### config.mk
export PLATFORM = sky130hd
export DESIGN_NAME = memerr_addr_capture
export DESIGN_NICKNAME = d
export VERILOG_FILES = /design/src/rtl/memerr_pkg.sv /design/src/rtl/memerr_src_arb.sv /design/src/rtl/memerr_capture_reg.sv /design/src/rtl/memerr_host_if.sv /design/src/rtl/memerr_addr_capture.sv
export SDC_FILE = /design/constraint.sdc
export NUM_CORES = 1
export LEC_CHECK = 0
export ABC_AREA = 1
export BUFFER_PORTS_ARGS = -buffer_cell sky130_fd_sc_hd__buf_4
export CAP_MARGIN = 10
export CORE_UTILIZATION = 35
export CTS_BUF_LIST = sky130_fd_sc_hd__clkbuf_8
export DETAILED_ROUTE_END_ITERATION = 6
export PLACE_DENSITY = 0.76
export SLEW_MARGIN = 20
export SYNTH_ARGS = -nofsm -noshare
export SYNTH_HDL_FRONTEND = slang
export SYNTH_SLANG_ARGS = --single-unit
### constraint.sdc
create_clock -name clk -period 0.95 [get_ports clk]
set_clock_uncertainty 0.15 [all_clocks]
set_input_delay 0.0475 -clock clk [delete_from_list [all_inputs] [get_ports clk]]
set_output_delay 0.0475 -clock clk [all_outputs]
set_load 0.03 [all_outputs]
### src/rtl/memerr_pkg.sv
package memerr_pkg;
  typedef enum logic {
    REG_STAT = 1'b0,
    REG_ADDR = 1'b1
  } memerr_reg_e;
endpackage

### src/rtl/memerr_src_arb.sv
module memerr_src_arb #(
  parameter int ADDR_W = 11
) (
  input  logic              ext_buf_en,
  input  logic              cpu_vld,
  input  logic [ADDR_W-1:0] cpu_addr,
  input  logic              seq_vld,
  input  logic [ADDR_W-1:0] seq_addr,
  output logic              cap_vld,
  output logic [ADDR_W-1:0] cap_addr
);
  // Normal window: top bit 0, next bit 1. Extended window: top bit 1.
  function automatic logic in_window(input logic [ADDR_W-1:0] a, input logic ext);
    if (ext) return a[ADDR_W-1];
    else     return !a[ADDR_W-1] && a[ADDR_W-2];
  endfunction

  logic cpu_ok, seq_ok;

  always_comb begin
    cpu_ok   = cpu_vld && in_window(cpu_addr, ext_buf_en);
    seq_ok   = seq_vld && in_window(seq_addr, ext_buf_en);
    cap_vld  = cpu_ok || seq_ok;
    cap_addr = seq_ok ? seq_addr : cpu_addr;  // sequencer has priority
  end
endmodule

### src/rtl/memerr_capture_reg.sv
module memerr_capture_reg #(
  parameter int ADDR_W = 11
) (
  input  logic              clk,
  input  logic              rst_n,
  input  logic              cap_vld,
  input  logic [ADDR_W-1:0] cap_addr,
  input  logic              rd_clr,
  input  logic              w1c,
  output logic              flag_o,
  output logic [ADDR_W-1:0] addr_o
);
  logic              flag_q, flag_d;
  logic [ADDR_W-1:0] addr_q, addr_d;
  logic              addr_en;

  always_comb begin
    flag_d  = flag_q;
    addr_d  = addr_q;
    addr_en = 1'b0;
    if (!flag_q && cap_vld) begin
      flag_d  = 1'b1;
      addr_d  = cap_addr;
      addr_en = 1'b1;
    end else if (rd_clr) begin
      flag_d  = 1'b0;
      addr_d  = '0;
      addr_en = 1'b1;
    end else if (w1c) begin
      flag_d  = 1'b0;
    end
  end

  always_ff @(posedge clk or negedge rst_n) begin
    if (!rst_n) flag_q <= 1'b0;
    else        flag_q <= flag_d;
  end

  // No reset on purpose: the address survives every reset.
  always_ff @(posedge clk) begin
    if (addr_en) addr_q <= addr_d;
  end

  assign flag_o = flag_q;
  assign addr_o = addr_q;

  assert_freeze_R3: assert property (@(posedge clk) disable iff (!rst_n)
    (flag_q && !rd_clr) |=> $stable(addr_q));
  assert_capture_R2: assert property (@(posedge clk) disable iff (!rst_n)
    (!flag_q && cap_vld) |=> (flag_q && addr_q == $past(cap_addr)));
  assert_rdclr_R5: assert property (@(posedge clk) disable iff (!rst_n)
    (flag_q && rd_clr) |=> (!flag_q && addr_q == '0));
  assert_w1c_keep_R8: assert property (@(posedge clk) disable iff (!rst_n)
    (flag_q && w1c && !rd_clr) |=> (!flag_q && $stable(addr_q)));
endmodule

### src/rtl/memerr_host_if.sv
module memerr_host_if
  import memerr_pkg::*;
#(
  parameter int ADDR_W = 11,
  parameter int DATA_W = 32
) (
  input  logic              host_rd,
  input  logic              host_wr,
  input  logic              host_reg,
  input  logic [DATA_W-1:0] host_wdata,
  input  logic              emu_dbg,
  input  logic              flag,
  input  logic [ADDR_W-1:0] addr,
  output logic              rd_clr,
  output logic              w1c,
  output logic [DATA_W-1:0] host_rdata
);
  localparam int PAD_W = DATA_W - ADDR_W;

  logic sel_addr;

  always_comb begin
    sel_addr = (memerr_reg_e'(host_reg) == REG_ADDR);
    rd_clr   = host_rd && sel_addr && !emu_dbg;
    w1c      = host_wr && !sel_addr && host_wdata[0];
    if (!host_rd)      host_rdata = '0;
    else if (sel_addr) host_rdata = {{PAD_W{1'b0}}, addr};
    else               host_rdata = {{(DATA_W-1){1'b0}}, flag};
  end
endmodule

### src/rtl/memerr_addr_capture.sv
module memerr_addr_capture #(
  parameter int ADDR_W = 11,
  parameter int DATA_W = 32
) (
  input  logic              clk,
  input  logic              rst_n,
  input  logic              ext_buf_en,
  input  logic              emu_dbg,
  input  logic              cpu_err_vld,
  input  logic [ADDR_W-1:0] cpu_err_addr,
  input  logic              seq_err_vld,
  input  logic [ADDR_W-1:0] seq_err_addr,
  input  logic              host_rd,
  input  logic              host_wr,
  input  logic              host_reg,
  input  logic [DATA_W-1:0] host_wdata,
  output logic [DATA_W-1:0] host_rdata
);
  logic [1:0]        rst_sync_q;
  logic              rst_int_n;
  logic              cap_vld, rd_clr, w1c, flag;
  logic [ADDR_W-1:0] cap_addr, addr;

  // Assert asynchronously, release on the clock.
  always_ff @(posedge clk or negedge rst_n) begin
    if (!rst_n) rst_sync_q <= 2'b00;
    else        rst_sync_q <= {rst_sync_q[0], 1'b1};
  end
  assign rst_int_n = rst_sync_q[1];

  memerr_src_arb #(.ADDR_W(ADDR_W)) u_arb (
    .ext_buf_en (ext_buf_en),
    .cpu_vld    (cpu_err_vld),
    .cpu_addr   (cpu_err_addr),
    .seq_vld    (seq_err_vld),
    .seq_addr   (seq_err_addr),
    .cap_vld    (cap_vld),
    .cap_addr   (cap_addr)
  );

  memerr_capture_reg #(.ADDR_W(ADDR_W)) u_cap (
    .clk      (clk),
    .rst_n    (rst_int_n),
    .cap_vld  (cap_vld),
    .cap_addr (cap_addr),
    .rd_clr   (rd_clr),
    .w1c      (w1c),
    .flag_o   (flag),
    .addr_o   (addr)
  );

  memerr_host_if #(.ADDR_W(ADDR_W), .DATA_W(DATA_W)) u_host (
    .host_rd    (host_rd),
    .host_wr    (host_wr),
    .host_reg   (host_reg),
    .host_wdata (host_wdata),
    .emu_dbg    (emu_dbg),
    .flag       (flag),
    .addr       (addr),
    .rd_clr     (rd_clr),
    .w1c        (w1c),
    .host_rdata (host_rdata)
  );

  assert_emu_hold_R6: assert property (@(posedge clk) disable iff (!rst_int_n)
    (flag && host_rd && host_reg && emu_dbg && !host_wr) |=> (flag && $stable(addr)));
endmodule

==> results.tsv, run 1 <==
metric	value	unit
outcome	finished, violations left	
violations	negative setup slack	
grt_max_degree	12	
die_w	56.6	um
cp.required	0.75	ns
finalHoldViolations	0	
leakage	0.823	nW
place_congestion	0.662	
die_h	56.6	um
via_count	903	
track_usage	12.9	%
synth.distinct_cells	18	
dp_cells	214	
worst-setup-path-type	register to output port	
wire_per_inst	8.57	um
drive_above_1_share	40.0	%
arrival	1.01	ns
cts_sinks	14	
yosysTopAreaCellShare	31.7	%
dr.pass1.iters	4	
clock_path_buffers	2	
hold_path.class	input pin to register	
setup_slack	-0.260	ns
multi_input_comb_area	479	um^2
r2r_slack	-0.25	ns
insertion_delay	0.24	ns
nets	259	
irDropWorstVdd	0.918	mV
cp_slowest_cell	edfxtp_1	
power_density	1470	mW/mm^2
ant_nets	0	
fmax	826	MHz
crit_fanout	1	
fill_cells	260	
fin_cells	226	
crit_chain	o21ai_2, a21oi_4, buf_6	
initial_core_util	37.5	%
yosysSeqAreaShare	38.9	%
rsz0062_at_grt	yes	
path_delay_family	flip-flops	
critPathLaunchType	register	
avgSynthCellArea	7.39	um^2
drv_slew	0	
synthCells	141	
root_buffer	clkbuf_8	
fin_setup_tns	-6.61	ns
cts_htree_levels	1	
synth_top_area_cell	edfxtp_1	
drtIter0Drc	5	
totalWireLength	1940	um
rows	19	
setup_viol	34	
clkSlewWorstSetupHoldPaths	0.06	ns
max_stage_delay	0.39	ns
finalCriticalPeriod	1.21	ns
critical_path_buf_inv_count	1	
port_buffers	42	
synth_seq_cells	14	
syn_area	0.00104	mm^2
numCtsBuffers	3	
route.detailed.drc	0	
ios	95	
power.total	2.32	mW
antenna_found_initial	0	
drv_cap	0	
core-area	0.00278	mm^2
overflow	0	
grt_pass1_wl	3300	um
finalCritPeriodShare	127	%
areaGrowthSynthToFinish	51.4	%
hpwlAfterDp	1570	um
grt_pass1_vias	805	
cts_tree	built	
viasPerCell	4.00	
diodes	0	
seqCellArea	405	um^2
synth_area_leaders	edfxtp_1, buf_4, nand2_1	
crit_path_end_kind	output port	
dieArea	0.00320	mm^2
yosys_warnings	0	
-- cells by family after synthesis --
group / Yosys count / synth area share [%]
AOI/OAI and AO/OA: 3 / 2.52
other: 2 / 0.721
DFF: 14 / 38.9
buffers and inverters: 53 / 28.5
and+or+nand+nor: 69 / 29.4
-- final timing paths --
check | start | endpoint | cells past startpoint
max in group asynchronous | rst_n | rst_sync_q[1] | 3
min in group asynchronous | rst_sync_q[1] | u_cap.flag_o | 1
setup reg to reg | u_cap.flag_o | u_cap.addr_o[4] | 4
hold / removal | cpu_err_addr[1] | u_cap.addr_o[1] | 5
hold reg to reg | rst_sync_q[0] | rst_sync_q[1] | 0
setup / recovery | u_cap.addr_o[0] | host_rdata[0] | 3
-- cells in the final DEF, fill, tap and decap left out --
master         netlist  routed
buf_4               24      43
nand2_1             30      28
conb_1               2      22
inv_1               16      14
nand3_1             14      14
nor2_1              13      11
edfxtp_1            11      11
nor2_2               8      10
clkinv_1             9       9
dlygate4sd3_1        0       5
clkbuf_8             0       4
buf_6                1       4
inv_2                2       3
nand2_2              3       3
dfrtp_1              3       3
a21oi_4              1       2
nand2_8              0       2
buf_12               0       2
o21ai_2              0       1
inv_12               0       1
or2_2                1       1
buf_16               0       1
nand2_4              0       1
-- what timing repair did --
action | CTS | global route
cloned | 2 | 0
gates resized for setup | 6 | 6
pin swaps | 12 | 0
hold buffers | 5 | 0
setup buffers | 1 | 0
endpoints found under the hold margin | 4 | 0
endpoints found under the setup margin | 34 | 34
-- synthesized netlist by cell type --
library cell,n
nand2_1,30
buf_4,24
inv_1,16
nand3_1,14
nor2_1,13
edfxtp_1,11
clkinv_1,9
nor2_2,8
dfrtp_1,3
nand2_2,3
conb_1,2
inv_2,2
a21oi_1,1
a21oi_4,1
buf_6,1
clkbuf_1,1
o21ai_0,1
or2_2,1
-- state kept, by name, indices dropped and copies added, names as in the netlist --
name / count
u_cap.addr_o: 11
rst_sync_q: 2
u_cap.flag_o: 1
-- per-layer routing --
metal  share of wire (%)  routed length, um  vias up  GRT usage, %
li1                    -                  -      484             -
met1                  39                747      372          14.9
met2                  54               1040       47          24.7
met3                 7.8                151        0          1.61
met4                   0                  0        0          3.14
met5                   0                  0        -             0
-- per-stage QoR --
| step | util, % | setup slack [ns] | hold slack, ns | area [um^2] |
|---|---|---|---|---|
| detailed placement | 49.7 | -0.279 | -0.318 | 1380 |
| CTS | 55.9 | -0.251 | 0.0424 | 1550 |
| global route | 56.7 | -0.306 | 0.0877 | 1580 |
| global placement | 49.7 | -0.264 | -0.320 | 1380 |
| floorplan | - | -0.228 | -0.398 | 1160 |
| finish | 56.7 | -0.260 | 0.0449 | 1580 |
-- worst register-to-register path, delay by kind of cell, from the launching register on --
kind                   cells  cell delay, ns
DFF                        1            0.38
buffers and inverters      2            0.20
and+or+nand+nor            2            0.19
-- area by class of cell --
class	instances	area share, %
clock buffers	4	3.49
flip-flops and latches	14	25.7
repair buffers	55	30.8
multi-input cells	95	30.4
well taps	31	2.46
inverters	27	7.22
-- power by group --
group / internal, mW / switching (mW)
clock: 0.366 / 0.193
combinational: 0.409 / 0.533
sequential: 0.790 / 0.0309
total: 1.56 / 0.757
Note: power is estimated with default switching activity, not from simulation.
==> run 2: changes to the inputs <==
--- a/config.mk
+++ b/config.mk
@@ -11,7 +11,7 @@
 export CORE_UTILIZATION = 35
 export CTS_BUF_LIST = sky130_fd_sc_hd__clkbuf_8
 export DETAILED_ROUTE_END_ITERATION = 6
-export PLACE_DENSITY = 0.76
+export PLACE_DENSITY_LB_ADDON = 0.3
 export SLEW_MARGIN = 20
 export SYNTH_ARGS = -nofsm -noshare
 export SYNTH_HDL_FRONTEND = slang
==> run 2 against run 1 <==
The flow still finishes with violations (negative setup slack). Worst setup slack got worse by 0.018 ns. Register-to-register slack about the same. Via count up 6.1%. Sequential power hardly changed. Hold slack worse by 0.011 ns. Clock power down 10%. Utilization rose by 0.81 points. Flip-flop and latch count is the same. Die area did not move. Wire length up 16%. Largest cell class unchanged.
==> results.tsv, run 2 (synthesis results as in run 1) <==
metric	value	unit
areaGrowthSynthToFinish	53.5	%
power_density	1440	mW/mm^2
nets	262	
dr.pass1.iters	4	
via_count	958	
cp.depth	4	
pwr-share-clk	21.7	%
drtIter0Drc	29	
pwr-share-comb	42.8	%
p_int	1.51	mW
p_sw	0.806	mW
max_stage_delay	0.35	ns
initial_core_util	37.5	%
hpwlAfterDp	1710	um
clock_path_buffers	2	
insertion_delay	0.25	ns
met3_usage	3.00	%
reg2reg_depth	4	
irDropWorstVdd	0.844	mV
rsz0062_at_grt	yes	
crit_path_end_kind	output port	
setup_viol	34	
grt_max_degree	12	
ant_nets	0	
clkSlewWorstSetupHoldPaths	0.06	ns
arrival	1.03	ns
drv_slew	0	
fmax	814	MHz
leakage	0.828	nW
wire_per_inst	9.82	um
grtUsageMet1	15.5	%
dieArea	0.00320	mm^2
cp.required	0.75	ns
worst-setup-path-type	register to output port	
cts_htree_levels	1	
viasPerCell	4.18	
grt_pass1_vias	883	
critPathLaunchType	register	
grtUsageMet2	28.2	%
grt_pass1_wl	3640	um
totalWireLength	2250	um
antenna_found_initial	0	
finalCriticalPeriod	1.23	ns
finalCritPeriodShare	129	%
die_h	56.6	um
cts_tree	built	
numCtsBuffers	3	
path_delay_family	flip-flops	
critical_path_buf_inv_count	3	
crit_start	u_cap.flag_o	
r2r_start	u_cap.flag_o	
drv_cap	0	
root_buffer	clkbuf_8	
cp_slowest_cell	dfrtp_1	
min_from	cpu_err_addr[0]	
hold_ws	0.0338	ns
finalHoldViolations	0	
drive_above_1_share	41.9	%
hold_path.class	input pin to register	
fill_cells	256	
path_common_cell	buf_6	
die_w	56.6	um
swShare	34.9	%
crit_chain	inv_2, buf_6, a21oi_4, buf_6	
route.detailed.drc	0	
final_cell_mix	buf_4, nand2_1, conb_1, nand3_1, inv_1	
crit_end	host_rdata[0]	
largest_reg_flops	11	
violations	negative setup slack	
diodes	0	
setup_slack	-0.278	ns
place_congestion	0.754	
overflow	0	
grt.busiest_layer	met2	
power_frac_seq	35.5	%
cts_sinks	14	
r2r_slack	-0.26	ns
r2r_end	u_cap.addr_o[4]	
final_common_cell	buf_4	
outcome	finished, violations left	
core-area	0.00278	mm^2
crit_fanout	2	
rows	19	
port_buffers	42	
ios	95	
place_ws	-0.294	ns
track_usage	15.3	%
run 2: cell types whose count changed in the layout (fill, tap and decap cells not counted):
cell      delta
buf_4        +2
buf_12       -1
clkbuf_8     -1
clkinv_1     +1
inv_1        -1
nor2_1       -2
nor2_4       +2
buf_6        +2
inv_2        +1
run 2: cell type report:
cell class	instances	area, um^2	area share, %
Tap cell	31	38.8	2.42
Inverter	27	114	7.11
Multi-Input combinational cell	95	494	30.9
Timing Repair Buffer	58	503	31.4
Sequential cell	14	405	25.3
Clock buffer	3	41.3	2.58
Clock inverter	1	3.75	0.235
run 2: through the flow:
stage               cell area (um^2)  utilization, %  TNS, ns  instances  power [mW]
finish                          1600            57.5    -7.10        229        2.31
global route                    1600            57.5    -8.17        229        2.43
CTS                             1570            56.5    -7.08        229        2.29
detailed placement              1390            50.1    -6.55        217        1.62
global placement                1390            50.1    -5.65        217        1.60
floorplan                       1160               -    -3.37        161        1.41
run 2: how the worst min path moves through the flow:
stage                            to  cells past startpoint
floorplan             rst_sync_q[0]                      0
global placement      rst_sync_q[1]                      1
detailed placement    rst_sync_q[1]                      1
CTS                 u_cap.addr_o[0]                      5
global route        u_cap.addr_o[1]                      5
finish              u_cap.addr_o[0]                      5
run 2: power by group through the flow:
stage | Clock, mW | Combinational (mW) | Sequential, mW
global route | 0.532 | 1.07 | 0.830
finish | 0.501 | 0.990 | 0.822
detailed placement | 0 | 0.789 | 0.832
global placement | 0 | 0.771 | 0.832
CTS | 0.501 | 0.966 | 0.822
floorplan | 0 | 0.586 | 0.824
run 2: what timing repair did:
action	in CTS	in global routing
hold buffers	5	1
pin swaps	12	1
setup endpoints to repair	34	36
hold endpoints to repair	4	2
resized for setup	10	9
setup buffers	1	0
gates cloned	2	0
run 2: routing by layer:
metal	part of all wire (%)	routed length (um)
met3	6.8	152
met1	35	785
met2	55	1250
met4	2.8	64
met5	0	0
run 2: tightest hold or removal path, cell delays in order:
cell     delay (ns)
buf_4          0.07
nand2_1        0.04
nand2_1        0.05
inv_1          0.03
nor2_1         0.08
==> run 3: changes to the inputs <==
==> constraint.sdc (replaced) <==
create_clock -name clk -period 1.2 [get_ports clk]
set_clock_uncertainty 0.15 [all_clocks]
set_input_delay 0.06 -clock clk [delete_from_list [all_inputs] [get_ports clk]]
set_output_delay 0.06 -clock clk [all_outputs]
set_load 0.03 [all_outputs]
==> run 3 against run 2 <==
The flow now finishes without violations. Register-to-register slack improved by 0.30 ns. Die area is the same. Clock-buffer cell count is the same. Sequential power is 21% lower. Largest power group is now registers.
==> results.tsv, run 3 (synthesis results as in run 1) <==
metric	value	unit
cts_tree	built	
hold_depth	5	
clkSlewWorstSetupHoldPaths	0.06	ns
overflow	0	
min_from	cpu_err_addr[1]	
grt_pass1_wl	3480	um
diodes	0	
worst-setup-path-type	register to output port	
areaGrowthSynthToFinish	39.0	%
initial_core_util	37.5	%
cts_htree_levels	1	
reg2reg_depth	4	
largest_reg_flops	11	
hold_end	u_cap.addr_o[1]	
nets	256	
drive_above_1_share	35.4	%
outcome	finished clean	
final_cell_mix	buf_4, nand2_1, conb_1, inv_1, nand3_1	
seqCellArea	405	um^2
crit_path_end_kind	output port	
port_buffers	42	
via_count	920	
cts_sinks	14	
drv_cap	0	
grt_pass1_vias	813	
multi_input_comb_area	435	um^2
fmax	843	MHz
numCtsBuffers	3	
final_common_cell	buf_4	
hold_path.class	input pin to register	
irDropWorstVdd	0.712	mV
dieArea	0.00320	mm^2
ios	95	
path_delay_family	flip-flops	
track_usage	14.0	%
crit_chain	o21ai_2, a21oi_1, buf_4	
finalHoldViolations	0	
totalWireLength	2130	um
power_density	1120	mW/mm^2
finalCritPeriodShare	98.9	%
grt_max_degree	13	
dr.pass1.iters	4	
setup_viol	0	
hpwlAfterDp	1640	um
viasPerCell	4.13	
die_w	56.6	um
r2r_slack	0.04	ns
drv_slew	0	
r2r_end	u_cap.addr_o[0]	
die_h	56.6	um
arrival	0.98	ns
root_buffer	clkbuf_8	
insertion_delay	0.24	ns
fill_cells	279	
r2r_start	u_cap.flag_o	
critical_path_buf_inv_count	1	
cts_setup_buffers	0	
crit_fanout	1	
finalCriticalPeriod	1.19	ns
leakage	0.781	nW
route.detailed.drc	0	
clock_path_buffers	2	
max_stage_delay	0.38	ns
rsz0062_at_grt	yes	
drtIter0Drc	14	
setup_slack	0.0134	ns
cp_slowest_cell	edfxtp_1	
ant_nets	0	
place_ws	-0.0424	ns
cp.required	0.99	ns
wire_per_inst	9.54	um
antenna_found_initial	0	
rows	19	
place_congestion	0.696	
fin_setup_tns	0	ns
critPathLaunchType	register	
core-area	0.00278	mm^2
## run 3: cell count changes in the layout (fill, tap and decap cells not counted), moves of 2 or more
| cell | previous run | this run |
|---|---|---|
| nor2_1 | 9 | 13 |
| nor2_2 | 10 | 8 |
| nor2_4 | 2 | 0 |
| buf_4 | 45 | 47 |
| inv_2 | 4 | 2 |
| buf_6 | 6 | 0 |
| inv_1 | 13 | 17 |
## run 3: routing by layer
layer / vias to the layer above / track usage, % / wire (um)
li1: 475 / - / -
met1: 405 / 17.1 / 833
met4: 0 / 6.27 / 18
met3: 2 / 1.84 / 133
met2: 38 / 24.5 / 1140
met5: - / 0 / 0
## run 3: where the power goes
part	leakage, nW	total (mW)	switching (mW)	internal (mW)
combinational	0.612	0.593	0.367	0.226
sequential	0.143	0.650	0.0241	0.626
clock	0.0269	0.380	0.155	0.226
## run 3: metrics by stage
stage	instances	hold WS, ns	power, mW	area [um^2]	util, %
after floorplan	161	-0.386	1.10	1130	-
after global placement	214	-0.308	1.22	1350	48.5
after detailed placement	214	-0.306	1.24	1350	48.5
after CTS	223	0.0360	1.64	1450	52.0
after global routing	223	0.0993	1.71	1450	52.1
final	223	0.0562	1.62	1450	52.1
## run 3: worst max path at each step
stage | from | endpoint | slack [ns] | cells past startpoint
floorplan | u_cap.flag_o | u_cap.addr_o[0] | 0.01 | 4
global placement | seq_err_addr[10] | u_cap.addr_o[3] | -0.03 | 8
CTS | u_cap.addr_o[0] | host_rdata[0] | 0.02 | 3
global route | u_cap.addr_o[0] | host_rdata[0] | -0.008 | 3
detailed placement | ext_buf_en | u_cap.addr_o[0] | -0.04 | 8
finish | u_cap.addr_o[0] | host_rdata[0] | 0.01 | 3
## run 3: cell type report
| type | instances | share of cell area [%] |
|---|---|---|
| Clock buffer | 3 | 2.85 |
| Clock inverter | 1 | 0.259 |
| Inverter | 27 | 6.99 |
| Multi-Input combinational cell | 94 | 30.1 |
| Sequential cell | 14 | 28.0 |
| Tap cell | 31 | 2.68 |
| Timing Repair Buffer | 53 | 29.2 |
## run 3: repair_timing
item / in CTS / in global routing
hold buffers: 5 / 0
gates resized for setup: 1 / 1
setup endpoints to repair: 1 / 1
endpoints found under the hold margin: 4 / 0
pin swaps: 0 / 1
## run 3: tightest hold or removal path, delay by kind of cell
kind | cells | cell delay (ns)
buf+inv | 2 | 0.11
simple gates | 3 | 0.16
